[src/rtl/sbcrc_pkg.sv]
package sbcrc_pkg;

  localparam int MAX_SUB   = 32;
  localparam int SUB_IDX_W = 5;
  localparam logic [31:0] CRC_POLY = 32'hEDB88320;
  localparam logic [31:0] CRC_SEED = 32'hFFFFFFFF;

  typedef enum logic [2:0] {
    S_IDLE, S_DATA, S_PAR, S_CKW, S_CKP, S_CKS
  } scanState_e;

  typedef enum logic [1:0] {
    CK_WHOLE, CK_PAR, CK_SUB
  } ckKind_e;

  // strobes from control to datapath, one cycle each
  typedef struct packed {
    logic                 clear;
    logic                 dataByte;
    logic                 subLast;
    logic                 parByte;
    logic                 ckByte;
    logic                 ckLast;
    ckKind_e              ckKind;
    logic [SUB_IDX_W-1:0] subIdx;
    logic                 finish;
  } strobe_t;

  function automatic logic [31:0] crcStep(input logic [31:0] c, input logic [7:0] b);
    logic [31:0] r;
    r = c ^ {24'd0, b};
    for (int k = 0; k < 8; k++) begin
      r = (r >> 1) ^ (r[0] ? CRC_POLY : 32'd0);
    end
    return r;
  endfunction

endpackage

[src/rtl/sbcrc_ctrl.sv]
module sbcrc_ctrl
  import sbcrc_pkg::*;
#(
  parameter int NUM_SUB   = 8,
  parameter int SUB_BYTES = 128
) (
  input  logic       clk,
  input  logic       rstN,
  input  logic       start,
  input  logic [7:0] nRoots,
  input  logic       inValid,
  output strobe_t    st
);

  localparam int SPAN  = (NUM_SUB * 256 > SUB_BYTES) ? NUM_SUB * 256 : SUB_BYTES;
  localparam int CNT_W = $clog2(SPAN) + 1;
  localparam logic [CNT_W-1:0]     SUB_LAST = CNT_W'(SUB_BYTES - 1);
  localparam logic [SUB_IDX_W-1:0] IDX_LAST = SUB_IDX_W'(NUM_SUB - 1);

  scanState_e           state;
  logic [CNT_W-1:0]     byteCnt;
  logic [CNT_W-1:0]     parTotal;
  logic [SUB_IDX_W-1:0] subIdx;
  logic                 take;
  logic                 fieldEnd;

  assign take     = inValid && !start;
  assign fieldEnd = (byteCnt == CNT_W'(3));

  always_comb begin
    st        = '0;
    st.clear  = start;
    st.subIdx = subIdx;
    if (take) begin
      unique case (state)
        S_DATA: begin
          st.dataByte = 1'b1;
          st.subLast  = (byteCnt == SUB_LAST);
        end
        S_PAR: st.parByte = 1'b1;
        S_CKW: begin
          st.ckByte = 1'b1;
          st.ckLast = fieldEnd;
          st.ckKind = CK_WHOLE;
        end
        S_CKP: begin
          st.ckByte = 1'b1;
          st.ckLast = fieldEnd;
          st.ckKind = CK_PAR;
        end
        S_CKS: begin
          st.ckByte = 1'b1;
          st.ckLast = fieldEnd;
          st.ckKind = CK_SUB;
          st.finish = fieldEnd && (subIdx == IDX_LAST);
        end
        default: ;
      endcase
    end
  end

  always_ff @(posedge clk) begin
    if (!rstN) begin
      state    <= S_IDLE;
      byteCnt  <= '0;
      parTotal <= '0;
      subIdx   <= '0;
    end else if (start) begin
      state    <= S_DATA;
      byteCnt  <= '0;
      subIdx   <= '0;
      parTotal <= CNT_W'(NUM_SUB) * CNT_W'(nRoots);
    end else if (take) begin
      unique case (state)
        S_DATA: begin
          if (byteCnt == SUB_LAST) begin
            byteCnt <= '0;
            if (subIdx == IDX_LAST) begin
              subIdx <= '0;
              state  <= (parTotal == '0) ? S_CKW : S_PAR;
            end else begin
              subIdx <= subIdx + 1'b1;
            end
          end else begin
            byteCnt <= byteCnt + 1'b1;
          end
        end
        S_PAR: begin
          if (byteCnt == parTotal - 1'b1) begin
            byteCnt <= '0;
            state   <= S_CKW;
          end else begin
            byteCnt <= byteCnt + 1'b1;
          end
        end
        S_CKW, S_CKP: begin
          if (fieldEnd) begin
            byteCnt <= '0;
            state   <= (state == S_CKW) ? S_CKP : S_CKS;
          end else begin
            byteCnt <= byteCnt + 1'b1;
          end
        end
        S_CKS: begin
          if (fieldEnd) begin
            byteCnt <= '0;
            if (subIdx == IDX_LAST) begin
              subIdx <= '0;
              state  <= S_IDLE;
            end else begin
              subIdx <= subIdx + 1'b1;
            end
          end else begin
            byteCnt <= byteCnt + 1'b1;
          end
        end
        default: ;
      endcase
    end
  end

endmodule

[src/rtl/sbcrc_datapath.sv]
module sbcrc_datapath
  import sbcrc_pkg::*;
#(
  parameter int NUM_SUB = 8
) (
  input  logic               clk,
  input  logic               rstN,
  input  strobe_t            st,
  input  logic [7:0]         inByte,
  output logic               done,
  output logic [NUM_SUB-1:0] needDecode,
  output logic               paritySuspect,
  output logic               blockOk
);

  logic [31:0]        wholeCrc;
  logic [31:0]        parCrc;
  logic [31:0]        subRun;
  logic [31:0]        subNext;
  logic [23:0]        ckShift;
  logic [31:0]        ckWord;
  logic               wholeMatch;
  logic               parMatch;
  logic               fieldEnd;
  logic [NUM_SUB-1:0] misNext;

  assign subNext  = crcStep(subRun, inByte);
  assign ckWord   = {inByte, ckShift};
  assign fieldEnd = st.ckByte && st.ckLast;

  // per-subblock computed CRC and mismatch flag
  for (genvar i = 0; i < NUM_SUB; i++) begin : g_sub
    logic [31:0] storedCrc;
    logic        misBit;
    logic        hit;

    assign hit = (st.subIdx == SUB_IDX_W'(i));
    assign misNext[i] = misBit |
      (fieldEnd && st.ckKind == CK_SUB && hit && ckWord != storedCrc);

    always_ff @(posedge clk) begin
      if (!rstN) begin
        storedCrc <= '0;
        misBit    <= 1'b0;
      end else if (st.clear) begin
        misBit    <= 1'b0;
      end else begin
        if (st.dataByte && st.subLast && hit) storedCrc <= ~subNext;
        misBit <= misNext[i];
      end
    end
  end

  always_ff @(posedge clk) begin
    if (!rstN) begin
      wholeCrc      <= CRC_SEED;
      parCrc        <= CRC_SEED;
      subRun        <= CRC_SEED;
      ckShift       <= '0;
      wholeMatch    <= 1'b0;
      parMatch      <= 1'b0;
      done          <= 1'b0;
      needDecode    <= '0;
      paritySuspect <= 1'b0;
      blockOk       <= 1'b0;
    end else if (st.clear) begin
      wholeCrc      <= CRC_SEED;
      parCrc        <= CRC_SEED;
      subRun        <= CRC_SEED;
      ckShift       <= '0;
      wholeMatch    <= 1'b0;
      parMatch      <= 1'b0;
      done          <= 1'b0;
      needDecode    <= '0;
      paritySuspect <= 1'b0;
      blockOk       <= 1'b0;
    end else begin
      done <= st.finish;
      if (st.dataByte) begin
        wholeCrc <= crcStep(wholeCrc, inByte);
        subRun   <= st.subLast ? CRC_SEED : subNext;
      end
      if (st.parByte) parCrc <= crcStep(parCrc, inByte);
      if (st.ckByte) ckShift <= {inByte, ckShift[23:8]};
      if (fieldEnd && st.ckKind == CK_WHOLE) wholeMatch <= (ckWord == ~wholeCrc);
      if (fieldEnd && st.ckKind == CK_PAR)   parMatch   <= (ckWord == ~parCrc);
      if (st.finish) begin
        needDecode    <= wholeMatch ? '0 : misNext;
        paritySuspect <= !parMatch;
        blockOk       <= wholeMatch;
      end
    end
  end

endmodule

[src/rtl/sbcrc_scan.sv]
module sbcrc_scan
  import sbcrc_pkg::*;
#(
  parameter int NUM_SUB   = 8,
  parameter int SUB_BYTES = 128
) (
  input  logic               clk,
  input  logic               rstN,
  input  logic               start,
  input  logic [7:0]         nRoots,
  input  logic               inValid,
  input  logic [7:0]         inByte,
  output logic               done,
  output logic [NUM_SUB-1:0] needDecode,
  output logic               paritySuspect,
  output logic               blockOk
);

  strobe_t st;

  initial begin
    if (NUM_SUB < 1 || NUM_SUB > MAX_SUB) $error("NUM_SUB out of range");
  end

  sbcrc_ctrl #(.NUM_SUB(NUM_SUB), .SUB_BYTES(SUB_BYTES)) u_ctrl (
    .clk(clk), .rstN(rstN), .start(start), .nRoots(nRoots),
    .inValid(inValid), .st(st)
  );

  sbcrc_datapath #(.NUM_SUB(NUM_SUB)) u_dp (
    .clk(clk), .rstN(rstN), .st(st), .inByte(inByte),
    .done(done), .needDecode(needDecode),
    .paritySuspect(paritySuspect), .blockOk(blockOk)
  );

endmodule

[config.mk]
export PLATFORM = sky130hd
export DESIGN_NAME = sbcrc_scan
export DESIGN_NICKNAME = d
export VERILOG_FILES = /design/src/rtl/sbcrc_pkg.sv /design/src/rtl/sbcrc_ctrl.sv /design/src/rtl/sbcrc_datapath.sv /design/src/rtl/sbcrc_scan.sv
export SDC_FILE = /design/constraint.sdc
export NUM_CORES = 1
export LEC_CHECK = 0
export ABC_AREA = 1
export BUFFER_PORTS_ARGS = -buffer_cell sky130_fd_sc_hd__buf_2
export CELL_PAD_IN_SITES_DETAIL_PLACEMENT = 0
export CELL_PAD_IN_SITES_GLOBAL_PLACEMENT = 1
export CORE_ASPECT_RATIO = 0.6
export CORE_MARGIN = 1.5
export CORE_UTILIZATION = 50
export CTS_CLUSTER_DIAMETER = 150
export DETAILED_ROUTE_END_ITERATION = 10
export GPL_TIMING_DRIVEN = 0
export PLACE_DENSITY = 0.91
export SLEW_MARGIN = 20
export SYNTH_ARGS = -nofsm -noshare
export SYNTH_HDL_FRONTEND = slang
export SYNTH_HIERARCHICAL = 1
export SYNTH_SLANG_ARGS = --single-unit
[constraint.sdc]
create_clock -name clk -period 4.7 [get_ports clk]
set_input_delay 0.705 -clock clk [delete_from_list [all_inputs] [get_ports clk]]
set_output_delay 0.705 -clock clk [all_outputs]
set_load 0.005 [all_outputs]
Word-level counts from Yosys, hierarchy flattened:

Cells that the tools add are included.

* equal/unequal tests: 39
* bitwise gates (word level): 40
* add/subtract/negate cells: 3
* multiplexer cells: 51
* reductions and logical operators: 56

Operator list (number)
* 32-bit two-way mux: 25
* 31-bit by 32-bit bitwise XOR with 32-bit output: 24
* 32-bit != test: 8
* 32-bit inverter: 3
* 32-bit by 8-bit bitwise XOR with 32-bit output: 3
* 32-bit == test: 2
* 12-bit two-way mux: 3
* 12-bit case mux with 3 select lines: 1
* 1-bit logical AND: 31
* 5-bit by 3-bit == test with 1-bit output, second input constant: 4
* 3-bit two-way mux: 6
* 3-bit by 2-bit != test with 1-bit output, second input constant: 6
* 2-bit AND reduction: 9
* 8-bit AND reduction: 2
* 5-bit two-way mux: 3
* 12-bit by 1-bit adder with 12-bit output, second input constant: 1
* 12-bit == test: 1
* 12-bit by 2-bit == test with 1-bit output, second input constant: 1
* 12-bit by 7-bit == test with 1-bit output, second input constant: 1
* 12-bit logical NOT: 1
* 2-bit by 1-bit != test with 1-bit output, second input constant: 6
* 3-bit case mux with 4 select lines: 1
* 4-bit case mux with 3 select lines: 1
* 11-bit by 1-bit subtractor with 12-bit output, second input constant: 1
* 25 further kinds: 45

* logic and storage cells: 220
* output and inout bits: 11
* bits in registers: 425
* input bits: 20

Logic depth before layout (Yosys ltp):

* depth after elaboration: 18
* mapped depth: 15
* mapped depth without buffers: 15

Hierarchy:

The synthesis kept the hierarchy.

By module, submodules not included
* sbcrc_datapath: sequential area each 7947.6 sq um, instances 1, area each 22222.6 sq um, cells each 3276
* sbcrc_ctrl: sequential area each 560.5 sq um, instances 1, area each 1936.9 sq um, cells each 320

Worst setup path after synthesis:

Ideal clock, no wire load.

* path type: in2reg
* start: in start
* end: reg u_dp.g_sub[6].storedCrc[25]
* arrival: 2.303 ns
* slack: 2.288 ns
* setup time: 0.109 ns
* stages: 12
* path through: inv_2 -> nand2_2 -> nor4_1 -> nand2_1 -> nor2_2 -> inv_2 -> nor2_1 -> buf_2 -> buf_2 -> nand2_1 -> nand2_1 -> inv_1

RTL lines
* from (decl): RTL line sbcrc_scan.sv:9 `input logic start,`
* to (signal assigned): RTL line sbcrc_datapath.sv:48 `if (st.dataByte && st.subLast && hit) storedCrc <= ~subNext;`
* to (decl): RTL line sbcrc_datapath.sv:33 `logic [31:0] storedCrc;`

==> flow_summary.json <==
{
  "ys.flop_type": "dfxtp_1",
  "placement.io_buffers": 23,
  "grt_overflow": 0,
  "hold_depth": 3,
  "die_w_um": 287,
  "clk_pin_slew_ps": 70,
  "synth_cell_types": 50,
  "drt_iter0_markers": 3794,
  "cell_internal_pwr_mw": 5.89,
  "antenna_found_initial": 9,
  "post-cts-setup-buffers": 0,
  "seqPwrFrac": 0.436,
  "holdWs_ps": 363,
  "timing.final.crit_share": 0.901,
  "finalSetupTns_ps": 0,
  "crit_fanout": 10,
  "tightest_slew_ps": 1170,
  "placed_area_mm2": 0.0251,
  "stdcell_count": 4338,
  "ys_seq_area_frac": 0.352,
  "hold_viol_final": 0,
  "syn_area_per_cell_um2": 6.72,
  "slew-limit-headroom": 0.222,
  "clk_path_buf_depth": 3,
  "synth_edf_count": 0,
  "hold_path.startpoint": "nRoots[6]",
  "synth_top_area_cell": "dfxtp_1",
  "cp.arrival_ps": 4730,
  "clkPwrFrac": 0.432,
  "synth_top_cell_area_share": 0.352,
  "dieArea_mm2": 0.0497,
  "p_comb_frac": 0.132,
  "power.switching_mw": 2.45,
  "ys.warnings.count": 6,
  "cap_violations": 0,
  "clock_latency_ps": 590,
  "synth_most_common_cell": "nand2_1",
  "worst_setup_path_end_kind": "register",
  "cts_tree": "done",
  "cts_buffers": 43,
  "wl_per_cell_um": 22.6,
  "post_cts_resized": 0,
  "start_util": 0.506,
  "nets": 3687,
  "ctsHoldBuffers": 0,
  "hpwlAfterDp_mm": 73.1,
  "required_ps": 5190,
  "ys_top_cells_by_area": "dfxtp_1 35%, nand2_1 16%, xnor2_1 8.2%",
  "ioPinCount": 31,
  "area_growth_pct": 9.74,
  "root_buffer": "clkbuf_16",
  "reg2reg_to": "u_dp/g_sub[3].storedCrc[25]$_SDFFE_PN0P_",
  "final_util": 0.555,
  "ant_nets": 0,
  "grt_max_degree": 15,
  "critical_path_class": "register to register",
  "max_freq_mhz": 236,
  "htree_levels": 2,
  "synth_cells": 3596,
  "synth.cell_area_mm2": 0.0242,
  "fin_skew_ps": 30.3,
  "hold_class": "input pin to register",
  "layout-drive-gt1-share": 0.0809,
  "place_inst": 4259,
  "vias": 24000,
  "drc": 0,
  "clock-sinks": 425,
  "die_h_um": 173,
  "routed_wl_mm": 98.2,
  "ys_ff_latch": 425,
  "p_per_area_mw_per_mm2": 315,
  "ir_drop_v": 0.000331,
  "core_region_area_mm2": 0.0478,
  "startpoint_type": "register",
  "num_rows": 62,
  "stdcell_area_mm2": 0.0265,
  "p_leak_nw": 12.7,
  "setup_viol": 0,
  "cp-startpoint": "u_ctrl/byteCnt[0]$_SDFFE_PP0P_",
  "reg2regPathDepth": 14,
  "grt_pass1_vias": 20600,
  "status": "finished, final reports clean",
  "report.final.slew_viol_count": 0,
  "gp_congestion": 1.04,
  "reg2reg_slack_ps": 470,
  "async_reset_ff_frac": 0,
  "worstReg2RegStart": "u_ctrl/byteCnt[0]$_SDFFE_PP0P_",
  "final.min_clock_period_ps": 4230,
  "syn-num-nets": 3619,
  "holdPathEnd": "u_ctrl/parTotal[9]$_SDFFE_PN0P_",
  "synthTopCellsByCount": "998 x nand2_1, 425 x dfxtp_1, 419 x inv_1, 328 x nor2_1, 240 x a21oi_1",
  "first_pass_iters": 6,
  "grt_first_pass_wirelength_mm": 141,
  "track_usage": 0.388,
  "rsz0062_at_grt": "false",
  "via_per_inst": 5.54,
  "switching_share": 0.294
}
[per-layer routing]
layer  routed length, um  global-route usage
met3               17700               0.176
met1               43500               0.597
met2               34700               0.475
met5                  24                   0
met4                2320              0.0884
[cells by family after synthesis]
family	Yosys count	synth area share
buffers and inverters	630	0.104
flip-flops	425	0.352
adder cells (fa/ha/maj)	3	0.00155
AO/OA/AOI/OAI	611	0.139
XOR/XNOR	364	0.136
AND/OR/NAND/NOR	1563	0.268
[stage by stage]
step,worst slack [ps],power (mW)
after global placement,114,4.75
after detailed placement,590,4.75
after global routing,427,8.56
after floorplan,2290,4.35
final,465,8.35
after CTS,823,8.30
[layout make-up]
class / instances / area, um^2
Tap cell: 640 / 801
Clock inverter: 11 / 164
Clock buffer: 65 / 1260
Antenna cell: 3 / 7.51
Timing Repair Buffer: 23 / 115
Multi-Input combinational cell: 2541 / 13100
Buffer: 164 / 753
Fill cell: 4767 / 21300
Inverter: 466 / 1760
Sequential cell: 425 / 8510
[placed cells by master (no fill, tap or decap), drive strengths merged, types with 75 or more instances in the layout]
master	n
dfxtp	425
o21ai	252
xor2	132
inv	462
a21oi	240
xnor2	232
clkbuf	156
buf	96
o211ai	75
nand2	1054
nor2	342
nand3	100
[power groups by stage]
stage	logic, mW	registers, mW	clock network [mW]
finish	1.10	3.64	3.61
global route	1.14	3.63	3.78
CTS	1.04	3.63	3.63
detailed placement	1.03	3.72	0
global placement	1.03	3.72	0
floorplan	0.637	3.71	0
[worst max-delay path: stages, from the launching register on]
cell	delay, ps
dfxtp_1	370
ha_1	210
nand2_2	90
nor2_4	190
nand2_4	90
nor4_2	870
nand2_1	250
nor2_2	330
nand2_1	550
inv_1	230
buf_2	420
buf_2	320
nand2_1	90
nand2_1	80
inv_1	40
[worst max-delay path by stage]
stage / cells past startpoint / slack (ps) / endpoint
5_1_grt: 14 / 430 / u_dp/g_sub[3].storedCrc[25]$_SDFFE_PN0P_
3_3_place_gp: 13 / 110 / u_dp/g_sub[3].storedCrc[25]$_SDFFE_PN0P_
3_5_place_dp: 13 / 590 / u_dp/g_sub[3].storedCrc[25]$_SDFFE_PN0P_
6_report: 14 / 470 / u_dp/g_sub[3].storedCrc[25]$_SDFFE_PN0P_
4_1_cts: 14 / 820 / u_dp/g_sub[3].storedCrc[25]$_SDFFE_PN0P_
2_1_floorplan: 12 / 2290 / u_dp/g_sub[6].storedCrc[25]$_SDFFE_PN0P_
[registers in the layout (all words and copies together) (netlist names)]
| name | count |
|---|---|
| u_dp/parMatch | 1 |
| u_dp/wholeMatch | 1 |
| u_dp/ckShift | 24 |
| u_dp/g_sub.storedCrc | 256 |
| u_dp/needDecode | 8 |
| u_ctrl/parTotal | 8 |
| u_dp/blockOk | 1 |
| u_dp/parCrc | 32 |
| u_ctrl/byteCnt | 12 |
| u_dp/done | 1 |
| u_dp/subRun | 32 |
| u_dp/paritySuspect | 1 |
| u_ctrl/state | 3 |
| u_ctrl/subIdx | 5 |
| u_dp/wholeCrc | 32 |
| u_dp/g_sub.misBit | 8 |
Note: power is estimated with default switching activity, not from simulation.
